===== config.mk =====
export PLATFORM = sky130hd
export DESIGN_NAME = pbus_region_seq
export DESIGN_NICKNAME = d
export VERILOG_FILES = /design/src/rtl/pbus_pkg.sv /design/src/rtl/pbus_wfifo.sv /design/src/rtl/pbus_sync.sv /design/src/rtl/pbus_cycle_fsm.sv /design/src/rtl/pbus_region_seq.sv
export SDC_FILE = /design/constraint.sdc
export NUM_CORES = 1
export LEC_CHECK = 0
export BUFFER_PORTS_ARGS = -buffer_cell sky130_fd_sc_hd__buf_4
export CAP_MARGIN = 20
export CORE_MARGIN = 8
export CORE_UTILIZATION = 30
export CTS_CLUSTER_SIZE = 28
export DETAILED_ROUTE_END_ITERATION = 10
export PLACE_DENSITY = 0.55
export SLEW_MARGIN = 40
export SYNTH_ARGS = -nofsm -noshare
export SYNTH_HDL_FRONTEND = slang
export SYNTH_SLANG_ARGS = --single-unit

===== constraint.sdc =====
create_clock -name clk -period 5.2 [get_ports clk]
set_input_delay 1.04 -clock clk [delete_from_list [all_inputs] [get_ports clk]]
set_output_delay 1.04 -clock clk [all_outputs]
set_load 0.01 [all_outputs]

===== src/rtl/pbus_pkg.sv =====
package pbus_pkg;

    localparam int ADDR_W = 16;
    localparam int DATA_W = 16;
    localparam int FLD_W  = 6;

    typedef enum logic [2:0] {
        PH_IDLE,
        PH_ADDR,
        PH_SETUP,
        PH_ACTIVE,
        PH_WAIT,
        PH_HOLD,
        PH_PAUSE
    } phase_e;

    typedef struct packed {
        logic             en;
        logic [1:0]       mult;
        logic             wait_en;
        logic [FLD_W-1:0] t_addr;
        logic [FLD_W-1:0] t_setup;
        logic [FLD_W-1:0] t_active;
        logic [FLD_W-1:0] t_rd_hold;
        logic [FLD_W-1:0] t_wr_hold;
        logic [FLD_W-1:0] t_wait;
        logic [FLD_W-1:0] t_pause;
    } timing_t;

    typedef struct packed {
        logic              wide;
        logic [ADDR_W-1:0] addr;
        logic [DATA_W-1:0] data;
    } wr_entry_t;

    typedef struct packed {
        logic              write;
        logic              wide;
        logic [ADDR_W-1:0] addr;
        logic [DATA_W-1:0] data;
    } xfer_t;

    // Clock count minus one for a field: (f+1) units of (2 << m) clocks
    function automatic logic [31:0] span_m1(input logic [FLD_W-1:0] f, input logic [1:0] m);
        return ((32'(f) + 32'd1) << (32'(m) + 32'd1)) - 32'd1;
    endfunction

endpackage


===== src/rtl/pbus_wfifo.sv =====
module pbus_wfifo
    import pbus_pkg::*;
#(
    parameter int DEPTH = 16
) (
    input  logic                   clk,
    input  logic                   rst,
    input  logic                   push,
    input  wr_entry_t              push_ent,
    input  logic                   pop,
    output wr_entry_t              head,
    output logic                   full,
    output logic                   empty,
    output logic [$clog2(DEPTH):0] count
);
    localparam int PW = $clog2(DEPTH);

    wr_entry_t         mem [DEPTH];
    logic [PW-1:0]     wp, rp;
    logic              do_push, do_pop;

    assign full    = (count == (PW+1)'(DEPTH));
    assign empty   = (count == '0);
    assign do_push = push && !full;
    assign do_pop  = pop && !empty;
    assign head    = mem[rp];

    always_ff @(posedge clk) begin
        if (do_push) mem[wp] <= push_ent;
    end

    always_ff @(posedge clk) begin
        if (rst) begin
            wp    <= '0;
            rp    <= '0;
            count <= '0;
        end else begin
            if (do_push) wp <= (wp == PW'(DEPTH-1)) ? '0 : wp + 1'b1;
            if (do_pop)  rp <= (rp == PW'(DEPTH-1)) ? '0 : rp + 1'b1;
            case ({do_push, do_pop})
                2'b10:   count <= count + 1'b1;
                2'b01:   count <= count - 1'b1;
                default: count <= count;
            endcase
        end
    end
endmodule


===== src/rtl/pbus_sync.sv =====
module pbus_sync #(
    parameter int STAGES = 2
) (
    input  logic clk,
    input  logic rst,
    input  logic d,
    output logic q
);
    generate
        if (STAGES <= 1) begin : g_one
            logic r;
            always_ff @(posedge clk) begin
                if (rst) r <= 1'b1;
                else     r <= d;
            end
            assign q = r;
        end else begin : g_chain
            logic [STAGES-1:0] sr;
            always_ff @(posedge clk) begin
                if (rst) sr <= '1;
                else     sr <= {sr[STAGES-2:0], d};
            end
            assign q = sr[STAGES-1];
        end
    endgenerate
endmodule


===== src/rtl/pbus_cycle_fsm.sv =====
module pbus_cycle_fsm
    import pbus_pkg::*;
(
    input  logic              clk,
    input  logic              rst,
    input  timing_t           cfg,
    input  logic              fifo_empty,
    input  wr_entry_t         fifo_head,
    output logic              fifo_pop,
    input  logic              rd_go,
    input  logic [ADDR_W-1:0] rd_addr,
    input  logic              rd_wide,
    input  logic              rdy_s,
    input  logic [DATA_W-1:0] bus_din,
    output logic              idle,
    output logic              ce_n,
    output logic              oe_n,
    output logic              we_n,
    output logic [ADDR_W-1:0] bus_addr,
    output logic [DATA_W-1:0] bus_dout,
    output logic              dout_en,
    output logic              wide_o,
    output logic              rsp_valid,
    output logic [DATA_W-1:0] rsp_data
);
    localparam int CNT_W = FLD_W + 5;

    phase_e            st, st_nx;
    logic [CNT_W-1:0]  cnt, cnt_nx;
    xfer_t             cur, cur_nx;
    logic              rv_nx;
    logic [DATA_W-1:0] rd_nx, rd_cap;
    logic              last;
    logic [FLD_W-1:0]  hold_f;
    logic              in_ce, strobe, drive;

    function automatic logic [CNT_W-1:0] ld(input logic [FLD_W-1:0] f, input logic [1:0] m);
        return CNT_W'(span_m1(f, m));
    endfunction

    assign last   = (cnt == '0);
    assign hold_f = cur.write ? cfg.t_wr_hold : cfg.t_rd_hold;
    assign rd_cap = cur.wide ? bus_din : {{(DATA_W-8){1'b0}}, bus_din[7:0]};

    always_comb begin
        st_nx    = st;
        cnt_nx   = cnt;
        cur_nx   = cur;
        rv_nx    = 1'b0;
        rd_nx    = rsp_data;
        fifo_pop = 1'b0;
        case (st)
            PH_IDLE: begin
                fifo_pop = !fifo_empty;
                if (!cfg.en) begin
                    if (rd_go) begin
                        rv_nx = 1'b1;
                        rd_nx = '0;
                    end
                end else if (!fifo_empty) begin
                    cur_nx = '{write: 1'b1, wide: fifo_head.wide,
                               addr: fifo_head.addr, data: fifo_head.data};
                    st_nx  = PH_ADDR;
                    cnt_nx = ld(cfg.t_addr, cfg.mult);
                end else if (rd_go) begin
                    cur_nx = '{write: 1'b0, wide: rd_wide, addr: rd_addr, data: '0};
                    st_nx  = PH_ADDR;
                    cnt_nx = ld(cfg.t_addr, cfg.mult);
                end
            end
            PH_ADDR: begin
                if (last) begin
                    st_nx  = PH_SETUP;
                    cnt_nx = ld(cfg.t_setup, cfg.mult);
                end else cnt_nx = cnt - 1'b1;
            end
            PH_SETUP: begin
                if (last) begin
                    st_nx  = PH_ACTIVE;
                    cnt_nx = ld(cfg.t_active, cfg.mult);
                end else cnt_nx = cnt - 1'b1;
            end
            PH_ACTIVE: begin
                if (last) begin
                    if (cfg.wait_en) begin
                        st_nx  = PH_WAIT;
                        cnt_nx = ld(cfg.t_wait, cfg.mult);
                    end else begin
                        st_nx  = PH_HOLD;
                        cnt_nx = ld(hold_f, cfg.mult);
                        if (!cur.write) begin
                            rv_nx = 1'b1;
                            rd_nx = rd_cap;
                        end
                    end
                end else cnt_nx = cnt - 1'b1;
            end
            PH_WAIT: begin
                if (!rdy_s) begin
                    cnt_nx = ld(cfg.t_wait, cfg.mult);
                end else if (last) begin
                    st_nx  = PH_HOLD;
                    cnt_nx = ld(hold_f, cfg.mult);
                    if (!cur.write) begin
                        rv_nx = 1'b1;
                        rd_nx = rd_cap;
                    end
                end else cnt_nx = cnt - 1'b1;
            end
            PH_HOLD: begin
                if (last) begin
                    st_nx  = PH_PAUSE;
                    cnt_nx = ld(cfg.t_pause, cfg.mult);
                end else cnt_nx = cnt - 1'b1;
            end
            PH_PAUSE: begin
                if (last) st_nx = PH_IDLE;
                else      cnt_nx = cnt - 1'b1;
            end
            default: st_nx = PH_IDLE;
        endcase
    end

    always_ff @(posedge clk) begin
        if (rst) begin
            st        <= PH_IDLE;
            cnt       <= '0;
            cur       <= '0;
            rsp_valid <= 1'b0;
            rsp_data  <= '0;
        end else begin
            st        <= st_nx;
            cnt       <= cnt_nx;
            cur       <= cur_nx;
            rsp_valid <= rv_nx;
            rsp_data  <= rd_nx;
        end
    end

    assign in_ce  = (st == PH_SETUP) || (st == PH_ACTIVE) || (st == PH_WAIT) || (st == PH_HOLD);
    assign strobe = (st == PH_ACTIVE) || (st == PH_WAIT);
    assign drive  = in_ce || (st == PH_ADDR);

    assign idle     = (st == PH_IDLE);
    assign ce_n     = !(cfg.en && in_ce);
    assign oe_n     = !(cfg.en && strobe && !cur.write);
    assign we_n     = !(cfg.en && strobe && cur.write);
    assign bus_addr = cur.addr;
    assign wide_o   = cur.wide;
    assign bus_dout = cur.wide ? cur.data : {{(DATA_W-8){1'b0}}, cur.data[7:0]};
    assign dout_en  = cfg.en && cur.write && drive;
endmodule


===== src/rtl/pbus_region_seq.sv =====
module pbus_region_seq
    import pbus_pkg::*;
#(
    parameter int DEPTH       = 16,
    parameter int SYNC_STAGES = 2
) (
    input  logic              clk,
    input  logic              rst,
    input  logic              cfg_en,
    input  logic [1:0]        cfg_mult,
    input  logic              cfg_wait_en,
    input  logic [FLD_W-1:0]  cfg_t_addr,
    input  logic [FLD_W-1:0]  cfg_t_setup,
    input  logic [FLD_W-1:0]  cfg_t_active,
    input  logic [FLD_W-1:0]  cfg_t_rd_hold,
    input  logic [FLD_W-1:0]  cfg_t_wr_hold,
    input  logic [FLD_W-1:0]  cfg_t_wait,
    input  logic [FLD_W-1:0]  cfg_t_pause,
    input  logic              req_valid,
    output logic              req_ready,
    input  logic              req_write,
    input  logic              req_wide,
    input  logic [ADDR_W-1:0] req_addr,
    input  logic [DATA_W-1:0] req_wdata,
    output logic              rsp_valid,
    output logic [DATA_W-1:0] rsp_data,
    output logic [ADDR_W-1:0] bus_addr,
    output logic              bus_ce_n,
    output logic              bus_oe_n,
    output logic              bus_we_n,
    output logic              bus_wide,
    output logic [DATA_W-1:0] bus_dout,
    output logic              bus_dout_en,
    input  logic [DATA_W-1:0] bus_din,
    input  logic              bus_rdy
);
    localparam int CW = $clog2(DEPTH) + 1;

    timing_t          cfg;
    wr_entry_t        head, push_ent;
    logic             fifo_full, fifo_empty, fifo_pop, idle, rdy_s, wr_push, rd_go;
    logic [CW-1:0]    fifo_cnt;

    assign cfg = '{en: cfg_en, mult: cfg_mult, wait_en: cfg_wait_en,
                   t_addr: cfg_t_addr, t_setup: cfg_t_setup, t_active: cfg_t_active,
                   t_rd_hold: cfg_t_rd_hold, t_wr_hold: cfg_t_wr_hold,
                   t_wait: cfg_t_wait, t_pause: cfg_t_pause};

    assign req_ready = req_write ? !fifo_full : (idle && fifo_empty);
    assign wr_push   = req_valid && req_write && !fifo_full;
    assign rd_go     = req_valid && !req_write && idle && fifo_empty;
    assign push_ent  = '{wide: req_wide, addr: req_addr, data: req_wdata};

    pbus_wfifo #(.DEPTH(DEPTH)) u_fifo (
        .clk      (clk),
        .rst      (rst),
        .push     (wr_push),
        .push_ent (push_ent),
        .pop      (fifo_pop),
        .head     (head),
        .full     (fifo_full),
        .empty    (fifo_empty),
        .count    (fifo_cnt)
    );

    pbus_sync #(.STAGES(SYNC_STAGES)) u_rdy_sync (
        .clk (clk),
        .rst (rst),
        .d   (bus_rdy),
        .q   (rdy_s)
    );

    pbus_cycle_fsm u_fsm (
        .clk        (clk),
        .rst        (rst),
        .cfg        (cfg),
        .fifo_empty (fifo_empty),
        .fifo_head  (head),
        .fifo_pop   (fifo_pop),
        .rd_go      (rd_go),
        .rd_addr    (req_addr),
        .rd_wide    (req_wide),
        .rdy_s      (rdy_s),
        .bus_din    (bus_din),
        .idle       (idle),
        .ce_n       (bus_ce_n),
        .oe_n       (bus_oe_n),
        .we_n       (bus_we_n),
        .bus_addr   (bus_addr),
        .bus_dout   (bus_dout),
        .dout_en    (bus_dout_en),
        .wide_o     (bus_wide),
        .rsp_valid  (rsp_valid),
        .rsp_data   (rsp_data)
    );
endmodule


==> run_results.csv <==
group,metric,value,unit
outcome,run_status,"completed",
drt,wl_per_cell,24.0,um
global_routing,overflow,0,
drt,drt_first_pass_iters,6,
clock_tree,cts_sinks,612,
power,powerDensity,449,nW/um2
power,comb_power_share,0.304,
yosys,syn_nets,2235,
global_routing,antenna_found_initial,4,
setup_path,cp-start-kind,"input port",
sta,setup_tns,0,ns
clock_tree,h-tree-depth,3,
hold_path,hold_path_class,"flip-flop to flip-flop",
place,globalplace.congestion,0.909,
power,p_int,0.0104,W
floorplan,die_w,328,um
clock_tree,cts_tree,"done",
setup_path,crit_chain,"buf_4, mux2i_1, inv_1, ha_1, xnor2_1, a21oi_1, a221oi_1, a21oi_1, or3_1, a21oi_1, o211ai_1, a221o_1",
setup_path,cp.required,5.70,ns
setup_path,startpoint,"cfg_t_wr_hold[0]",
power,leakage,11.1,nW
floorplan,rows,114,
drt,routed_via_density,5.39,
setup_path,cp_max_fo,7,
hold_path,worst_hold_path.num_cells,1,
global_routing,grt_max_degree,65,
sta,report.final.hold_viol_count,0,
clock_tree,post_cts_buffers,0,
floorplan,die-area,107000,um2
sta,slew_headroom,0.433,
layout,nets,2352,
yosys,ys_seq_area_frac,0.602,
sta,fmax,0.246,GHz
sta,setup_viol,0,
clock_tree,root_buffer,"clkbuf_16",
global_routing,grt_pass1_vias,19000,
sta,drv_slew,0,
layout,multi_input_area,10800,um2
yosys,ys.flop_type,"edfxtp_1",
power,power_frac_clock,0.315,
sta,worst_slew_pin_slew,0.844,ns
yosys,synthArstFlopShare,0,
clock_tree,holdBufCountCts,0,
floorplan,coreArea,96400,um2
setup_path,rr_worst_depth,11,
power,pwr-share-seq,0.381,
sta,period_share,0.782,
sta,skew,0.0351,ns
clock_tree,cts_resized,0,
setup_path,slowest_delay,0.54,ns
setup_path,reg2reg_from,"u_fsm.cur[33]",
yosys,synth-edff-count,528,
yosys,synth_cells,2111,
yosys,synth_cell_types,88,
clock_tree,cts_made_buffers,67,
job,maxCapViolations,0,
global_routing,grt_pass1_wl,126,mm
sta,rsz0062_at_grt,"no",
power,netSwitchingFraction,0.323,
yosys,ys_warn_count,0,
layout,regArea,17600,um2
setup_path,cpMostUsedCell,"a21oi_1",
drt,num_vias,19200,
place,place_hpwl,56.4,mm
setup_path,cp_slowest_cell,"xnor2_1",
layout,fillCellCount,9315,
power,power,0.0154,W
drt,drtIter0Drc,1763,
drt,ant_nets,0,
floorplan,ios,155,
place,port-buffer-count,154,
floorplan,initial_core_util,0.302,
sta,setup_ws,1.13,ns
layout,drive_gt1_frac,0.238,
setup_path,endpoint_kind,"flip-flop",
yosys,yosys_register_bits,612,
floorplan,die_h,328,um
setup_path,cp.arrival,4.56,ns
layout,fin_util,0.355,
global_routing,grt_usage,0.153,
yosys,syn_area,29100,um2
place,place_ws,0.658,ns
drt,routed_wl,85.3,mm
clock_tree,clk_latency,0.61,ns
power,vdd_drop_max,0.396,mV
clock_tree,clk_pin_slew,0.06,ns
power,p_sw,0.00496,W
yosys,syn_area_per_cell,13.8,um2
setup_path,criticalPathCategory,"input port to flip-flop",
clock_tree,cts_max_path_buffers,3,
drt,drc_errors,0,
hold_path,worstHoldStart,"u_rdy_sync.g_chain.sr[0]",
sta,min_period,4.07,ns
layout,syn_to_final_growth,17.4,%
==> registers in the layout (all words and copies together), names as in the netlist, 2 cells and up, named ones only <==
signal and cells:
u_fsm.cur 17, u_fsm.cnt 11, u_fsm.rsp_data 16, u_fifo.wp 4, u_fsm.st 3, u_fifo.mem 528, u_rdy_sync.g_chain.sr 2, u_fifo.rp 4
u_fifo.count 5, u_fsm.bus_addr 16
==> routing by layer <==
metal  global-route usage  wire [um]  up-vias
met4               0.0383       1680        2
met2                0.250      40300      707
li1                     -          -     8545
met5                    0         13        -
met1                0.211      37700     9807
met3               0.0294       5630      113
==> path summary, 6_finish.rpt <==
path | to | slack, ns
setup / recovery | u_fsm.cnt[8] | 1.13
hold reg to reg | u_rdy_sync.g_chain.sr[1] | 0.41
hold / removal | u_rdy_sync.g_chain.sr[1] | 0.41
setup reg to reg | u_fsm.cnt[8] | 1.16
==> cell usage after synthesis, drive strengths merged, types with 16 or more instances <==
| cell | count | area, um2 |
|---|---|---|
| clkbuf | 97 | 365 |
| inv | 27 | 101 |
| dfxtp | 84 | 1680 |
| o211ai | 25 | 188 |
| nor2 | 141 | 529 |
| o21ai | 73 | 365 |
| nand2 | 132 | 495 |
| edfxtp | 528 | 15900 |
| nor3 | 41 | 205 |
| mux4 | 149 | 3360 |
| xnor2 | 43 | 377 |
| nor2b | 29 | 181 |
| nand3 | 50 | 255 |
| xor2 | 41 | 374 |
| buf | 83 | 459 |
| a31oi | 16 | 100 |
| a211oi | 57 | 453 |
| a22oi | 24 | 180 |
| nand2b | 26 | 163 |
| ha | 23 | 288 |
| a21oi | 128 | 641 |
| o22ai | 19 | 125 |
| mux2i | 49 | 502 |
| o221ai | 17 | 161 |
==> area by class of cell <==
type	instances	area share
sequential	612	0.513
multi-input combinational	1291	0.315
timing repair buffer	228	0.0550
clock buffer	87	0.0546
tap	1276	0.0467
clock inverter	36	0.0116
inverter	28	0.00307
antenna	2	0.000146
==> kinds of logic after synthesis <==
group / share of synthesized area
AOI/OAI and AO/OA: 0.109
xor gates and xnor gates: 0.0258
adders and majority gates: 0.0110
buffers and inverters: 0.0319
DFF: 0.602
muxes: 0.134
and+or+nand+nor: 0.0858
==> power by group through the flow <==
stage	Combinational, W	Clock (W)	Sequential, W
floorplan	0.00342	0	0.00575
global placement	0.00458	0	0.00599
detailed placement	0.00462	0	0.00600
CTS	0.00464	0.00497	0.00590
global route	0.00505	0.00516	0.00588
finish	0.00467	0.00484	0.00585
==> placed cells by master (no fill, tap or decap), types with 24 or more instances in the layout <==
cell type,netlist,final
xnor2_1,43,43
clkbuf_16,0,70
mux2i_1,46,46
buf_4,25,215
nand2b_1,26,26
inv_1,27,27
edfxtp_1,528,528
nor3_1,41,37
o21ai_0,71,71
dfxtp_1,84,79
xor2_1,39,39
nand2_1,132,132
a21oi_1,128,128
mux4_2,149,149
nor2b_1,29,29
nor2_1,141,126
a211oi_1,55,55
a22oi_1,24,24
o211ai_1,25,25
nand3_1,49,49
==> worst max-delay path: cells and delay by family <==
family / cells / cell delay [ns]
adder cells (fa/ha/maj): 1 / 0.29
buffers and inverters: 2 / 0.34
multiplexers: 1 / 0.38
AO/OA/AOI/OAI: 6 / 1.57
XOR/XNOR: 1 / 0.54
AND/OR/NAND/NOR: 1 / 0.40
==> stage by stage <==
step                      instances  instance area [um2]  hold slack, ns
after floorplan                2111                29100           0.389
after global placement         3431                31800           0.403
after detailed placement       3434                31900           0.408
after CTS                      3557                34200           0.414
after global routing           3559                34200           0.455
final                          3560                34200           0.408
Note: power is estimated with default switching activity, not from simulation.
